## src/rtl/lane_mask_pkg.sv

```systemverilog
package lane_mask_pkg;
  localparam int OP_W = 3;
  localparam logic [OP_W-1:0] OP_NONE    = 3'd0;
  localparam logic [OP_W-1:0] OP_SAVE    = 3'd1;
  localparam logic [OP_W-1:0] OP_NARROW  = 3'd2;
  localparam logic [OP_W-1:0] OP_FLIP    = 3'd3;
  localparam logic [OP_W-1:0] OP_RESTORE = 3'd4;
endpackage

```

## src/rtl/lane_mask_stack.sv

```systemverilog
module lane_mask_stack #(
  parameter int LANES = 64,
  parameter int DEPTH = 8
) (
  input  logic             clk,
  input  logic             rst_n,
  input  logic             push,
  input  logic             pop,
  input  logic [LANES-1:0] push_data,
  output logic [LANES-1:0] top_data,
  output logic             full,
  output logic             empty
);
  localparam int CW = $clog2(DEPTH + 1);
  localparam int IW = (DEPTH > 1) ? $clog2(DEPTH) : 1;

  logic [CW-1:0]    cnt;
  logic [LANES-1:0] slot [DEPTH];
  logic [IW-1:0]    wr_idx;
  logic [IW-1:0]    rd_idx;

  assign wr_idx = IW'(cnt);
  assign rd_idx = IW'(cnt - CW'(1));
  assign full   = (cnt == CW'(DEPTH));
  assign empty  = (cnt == '0);
  assign top_data = empty ? '0 : slot[rd_idx];

  always_ff @(posedge clk or negedge rst_n) begin
    if (!rst_n)    cnt <= '0;
    else if (push) cnt <= cnt + CW'(1);
    else if (pop)  cnt <= cnt - CW'(1);
  end

  for (genvar gi = 0; gi < DEPTH; gi++) begin : g_slot
    always_ff @(posedge clk or negedge rst_n) begin
      if (!rst_n)                          slot[gi] <= '0;
      else if (push && wr_idx == IW'(gi))  slot[gi] <= push_data;
    end
  end
endmodule

```

## src/rtl/lane_mask_update.sv

```systemverilog
module lane_mask_update
  import lane_mask_pkg::*;
#(
  parameter int LANES = 64
) (
  input  logic [OP_W-1:0]  op,
  input  logic [LANES-1:0] exec_cur,
  input  logic [LANES-1:0] cond_cur,
  input  logic [LANES-1:0] top_cur,
  input  logic             stk_full,
  input  logic             stk_empty,
  output logic [LANES-1:0] exec_nxt,
  output logic             do_push,
  output logic             do_pop,
  output logic             fault
);
  always_comb begin
    exec_nxt = exec_cur;
    do_push  = 1'b0;
    do_pop   = 1'b0;
    fault    = 1'b0;
    unique case (op)
      OP_SAVE: begin
        if (stk_full) fault = 1'b1;
        else          do_push = 1'b1;
      end
      OP_NARROW: exec_nxt = cond_cur & exec_cur;
      OP_FLIP: begin
        if (stk_empty) fault = 1'b1;
        else           exec_nxt = top_cur & ~exec_cur;
      end
      OP_RESTORE: begin
        if (stk_empty) fault = 1'b1;
        else begin
          exec_nxt = top_cur;
          do_pop   = 1'b1;
        end
      end
      default: ;
    endcase
  end
endmodule

```

## src/rtl/lane_mask_ctrl.sv

```systemverilog
module lane_mask_ctrl
  import lane_mask_pkg::*;
#(
  parameter int LANES = 64,
  parameter int DEPTH = 8
) (
  input  logic             clk,
  input  logic             rst_n,
  input  logic             cmp_valid,
  input  logic [LANES-1:0] cmp_bits,
  input  logic [2:0]       op_code,
  input  logic             vec_wr_req,
  output logic [LANES-1:0] exec_mask,
  output logic [LANES-1:0] lane_wr_en,
  output logic             cond_zero,
  output logic             exec_zero,
  output logic             stack_err
);
  logic [LANES-1:0] exec_q, cond_q, exec_nxt, top_mask;
  logic             push, pop, fault, full, empty, err_q;

  lane_mask_stack #(.LANES(LANES), .DEPTH(DEPTH)) u_stack (
    .clk(clk), .rst_n(rst_n), .push(push), .pop(pop),
    .push_data(exec_q), .top_data(top_mask), .full(full), .empty(empty)
  );

  lane_mask_update #(.LANES(LANES)) u_update (
    .op(op_code), .exec_cur(exec_q), .cond_cur(cond_q), .top_cur(top_mask),
    .stk_full(full), .stk_empty(empty), .exec_nxt(exec_nxt),
    .do_push(push), .do_pop(pop), .fault(fault)
  );

  always_ff @(posedge clk or negedge rst_n) begin
    if (!rst_n) begin
      exec_q <= '1;
      cond_q <= '0;
      err_q  <= 1'b0;
    end else begin
      exec_q <= exec_nxt;
      if (cmp_valid) cond_q <= cmp_bits;
      if (fault)     err_q  <= 1'b1;
    end
  end

  assign exec_mask  = exec_q;
  assign lane_wr_en = exec_q & {LANES{vec_wr_req}};
  assign cond_zero  = (cond_q == '0);
  assign exec_zero  = (exec_q == '0);
  assign stack_err  = err_q;
endmodule

```

## config.mk

```make
export PLATFORM = sky130hd
export DESIGN_NAME = lane_mask_ctrl
export DESIGN_NICKNAME = d
export VERILOG_FILES = /design/src/rtl/lane_mask_pkg.sv /design/src/rtl/lane_mask_stack.sv /design/src/rtl/lane_mask_update.sv /design/src/rtl/lane_mask_ctrl.sv
export SDC_FILE = /design/constraint.sdc
export NUM_CORES = 1
export LEC_CHECK = 0
export ABC_AREA = 1
export BUFFER_PORTS_ARGS = -buffer_cell sky130_fd_sc_hd__buf_2
export CORE_ASPECT_RATIO = 0.5
export CORE_MARGIN = 4
export CORE_UTILIZATION = 25
export CTS_BUF_LIST = sky130_fd_sc_hd__clkbuf_8 sky130_fd_sc_hd__clkbuf_16
export DETAILED_ROUTE_END_ITERATION = 12
export PLACE_DENSITY_LB_ADDON = 0.1
export SLEW_MARGIN = 0
export SYNTH_ARGS = -nofsm -noshare
export SYNTH_HDL_FRONTEND = slang
export SYNTH_SLANG_ARGS = --single-unit
```

## constraint.sdc

```tcl
create_clock -name clk -period 2.7 [get_ports clk]
set_clock_uncertainty 0.15 [all_clocks]
set_input_delay 0.27 -clock clk [delete_from_list [all_inputs] [get_ports clk]]
set_output_delay 0.27 -clock clk [all_outputs]
set_load 0.1 [all_outputs]
```

==> results by group <==
Logic synthesis
  • Area share of the largest cell type after synthesis: 0.469
  • Flops & latches, synth: 645
  • Mapped Cells: 4044
  • Mapped cell area: 31000 um^2
  • Dominant cells by area after synthesis: dfrtp_1 47%, nand2_1 20%, nand3_1 8.4%
  • Area leader, netlist: dfrtp_1
  • Syn Area/Cell: 7.66 um^2
  • Sequential element share of the synthesized area: 0.523
  • Net count after synthesis: 4122
  • Yosys warning total: 0
  • Synth unique cells: 25

Critical path
  • Setup CP Type: reg -> out
  • Worst path required time: 2.28 ns
  • Max incr delay on CP: 0.39 ns
  • Worst setup startpoint: exec_mask[9]
  • Cell repeated most along the worst path: nor2_4
  • CP startpoint kind: flop
  • CP top delay family: simple AND/OR/NAND/NOR gates
  • CP max-delay cell: dfstp_2
  • Crit path capture type: output port
  • WP buf/inv: 1
  • Crit path cell chain: nor2_4 -> nand4_1 -> nor2_1 -> nand2_1 -> nor2_4 -> buf_12
  • CP Data Arrival Time: 2.31 ns
  • Crit-path max FO: 2
  • Worst r2r src: u_stack.cnt[0]

Finish
  • Post-layout nets: 4345
  • Final non-filler cell total: 5981
  • P&R area growth vs syn: 22.5%
  • Ratio of cells with drive above 1 in the final layout: 0.139
  • Design Area, Final: 38000 um^2
  • Layout fillers: 13200

Routing
  • WL final: 123 mm
  • Final ANT Viol Nets: 0
  • Met3 routed WL: 5.01 mm
  • Met2 wire length: 55.9 mm
  • Post-Route M1 WL: 58.9 mm
  • Top layer in use: met4
  • Vias per std cell: 4.60
  • DR iter-0 viols: 2122
  • Drt first pass iters: 6
  • WL/cell: 20.6 um
  • Vias: 27500
  • Remaining DRCs: 0

Floorplan
  • Rows: 90
  • Chip width: 506 um
  • Starting Density: 0.254
  • Die area: 130000 um^2
  • Num ports: 202
  • Die Ht: 257 um
  • Core area: 122000 um^2

GRT
  • Largest net degree at the start of global routing: 153
  • First-pass GRT wire length: 186 mm
  • Grt total ovfl: 0
  • Gr usage total: 0.188
  • Initial antenna violation count: 0
  • Vias in the first global route: 27400

Power and ir drop
  • Sw Ratio: 0.480
  • P_int: 0.0250 W
  • Clock network fraction of total power: 0.207
  • Gate power share: 0.470
  • Maximum vdd ir drop: 1.32 mV
  • Sequential cell fraction of total power: 0.323
  • P_sw: 0.0231 W
  • Leakage Power: 18.1 nW
  • PD cells: 1270 nW/um^2
  • Design Power: 0.0481 W

Clock network
  • Clock Path Buffers: 3
  • CTS Sinks: 645
  • Worst-path clk slew: 0.07 ns
  • Skew-Pair Late Insertion Delay: 0.66 ns
  • H-Tree Depth: 3
  • CTS tree: yes
  • CTS root buffer: clkbuf_16
  • CTS Buf Count: 70

Placement
  • Area after DPL: 34500 um^2
  • Cells after DPL: 5739
  • Port bufs: 201
  • Post-DP HPWL: 69.1 mm
  • GP Congestion: 0.758

Timing
  • Slew @ Worst Pin: 1.07 ns
  • Min Tclk post-route: 2.73 ns
  • Peak Freq: 0.367 GHz
  • Hold Slack: 0.0475 ns
  • Relative slew slack: 0.286
  • Max Slew Vio Count: 0
  • Final setup fails: 1
  • Final Cycle Share: 1.01
  • Worst Slack Setup Final: -0.0251 ns
  • RSZ-0062 raised after global routing: true
  • Final Hold Fails: 0

Hold path
  • Min-Delay Startpoint: cmp_valid
  • Worst min path class: in -> reg

Flow run
  • Number of max-cap violations: 0

Outcome
  • Violated checks: negative setup slack
  • Status: finished with violations
what timing repair did:
action / CTS / global route
buffers inserted: 12 / 11
pin swaps: 10 / 3
endpoints found under the setup margin: 2 / 2
hold endpoints to repair: 619 / 0
hold buffers: 89 / 0
resized for setup: 23 / 12
final timing paths:
kind                       cells after the start  slack [ns]                 to
setup / recovery                               6       -0.03          exec_zero
hold / removal                                 3        0.05         cond_q[27]
setup reg to reg                               7        0.33  u_stack.slot[338]
hold reg to reg                                2        0.33   u_stack.slot[43]
max in group asynchronous                      4        0.85  u_stack.slot[370]
min in group asynchronous                      3        0.56  u_stack.slot[506]
area by class of cell:
cell class              instances  area, um^2  area share
flip-flops and latches        645       16200       0.427
repair buffers                431        3640      0.0959
clock inverters                38         235     0.00620
diodes                          1        2.50   0.0000659
multi-input cells            2884       12800       0.337
well taps                    1656        2070      0.0546
inverters                     235         918      0.0242
clock buffers                  91        2090      0.0550
state kept, by name, summed over array words and instances (netlist names):
| name | cells |
|---|---|
| exec_mask | 64 |
| stack_err | 1 |
| u_stack.slot | 512 |
| u_stack.cnt | 4 |
| cond_q | 64 |
routing by layer:
layer / up-vias / global-route usage
met5: - / 0
met2: 596 / 0.300
li1: 13400 / -
met3: 137 / 0.0259
met1: 13400 / 0.267
met4: 0 / 0.0513
power groups by stage:
stage / Clock [W] / Combinational [W] / Sequential, W
after CTS: 0.0103 / 0.0228 / 0.0155
after floorplan: 0 / 0.0126 / 0.0177
final: 0.00996 / 0.0226 / 0.0155
after global routing: 0.0107 / 0.0251 / 0.0159
after global placement: 0 / 0.0224 / 0.0156
after detailed placement: 0 / 0.0224 / 0.0157
worst register-to-register path, cell delays in order (launching register included):
cell and delay [ns]:
dfrtp_4 0.54, inv_8 0.10, buf_12 0.45, ha_1 0.38, nand3_4 0.13, buf_12 0.24
nand2_1 0.16, o21ai_1 0.07
cells by family (layout without fill, tap and decap cells):
| group | Yosys count | after routing | share of synthesized area |
|---|---|---|---|
| compound gates | 548 | 548 | 0.0886 |
| xor+xnor | 1 | 1 | 0.000283 |
| flops | 645 | 645 | 0.523 |
| mux | 32 | 32 | 0.0116 |
| fa+ha+maj | 7 | 7 | 0.00283 |
| simple gates | 2296 | 2296 | 0.302 |
| buf+inv | 515 | 795 | 0.0709 |
| other cells | 0 | 1 | 0 |
Yosys cell counts (all sizes together):
cell type and count:
nor2 130, dfstp 64, dfrtp 581, nand4 9
a21oi 1, inv 235, mux2 32, o21ai 547
nand3 528, nand2 1629, xor2 1, ha 7
clkbuf 118, buf 162
through the flow:
step / TNS [ns] / worst slack (ns) / util
2_1_floorplan: 0 / 0.151 / -
3_3_place_gp: 0 / 0.0998 / 0.283
3_5_place_dp: 0 / 0.150 / 0.283
4_1_cts: -0.150 / -0.111 / 0.311
5_1_grt: -0.209 / -0.105 / 0.311
6_report: -0.0251 / -0.0251 / 0.311
placed cells by master (no fill, tap or decap), types with 53 or more instances in the layout:
| master | instances |
|---|---|
| buf_2 | 195 |
| nand2_1 | 1622 |
| inv_1 | 238 |
| nor2_1 | 113 |
| dfrtp_1 | 580 |
| clkbuf_16 | 74 |
| o21ai_0 | 280 |
| o21ai_1 | 266 |
| dfstp_2 | 64 |
| dlygate4sd3_1 | 89 |
| buf_12 | 53 |
| buf_4 | 93 |
| nand3_1 | 518 |
(Power assumes the default switching activity.)
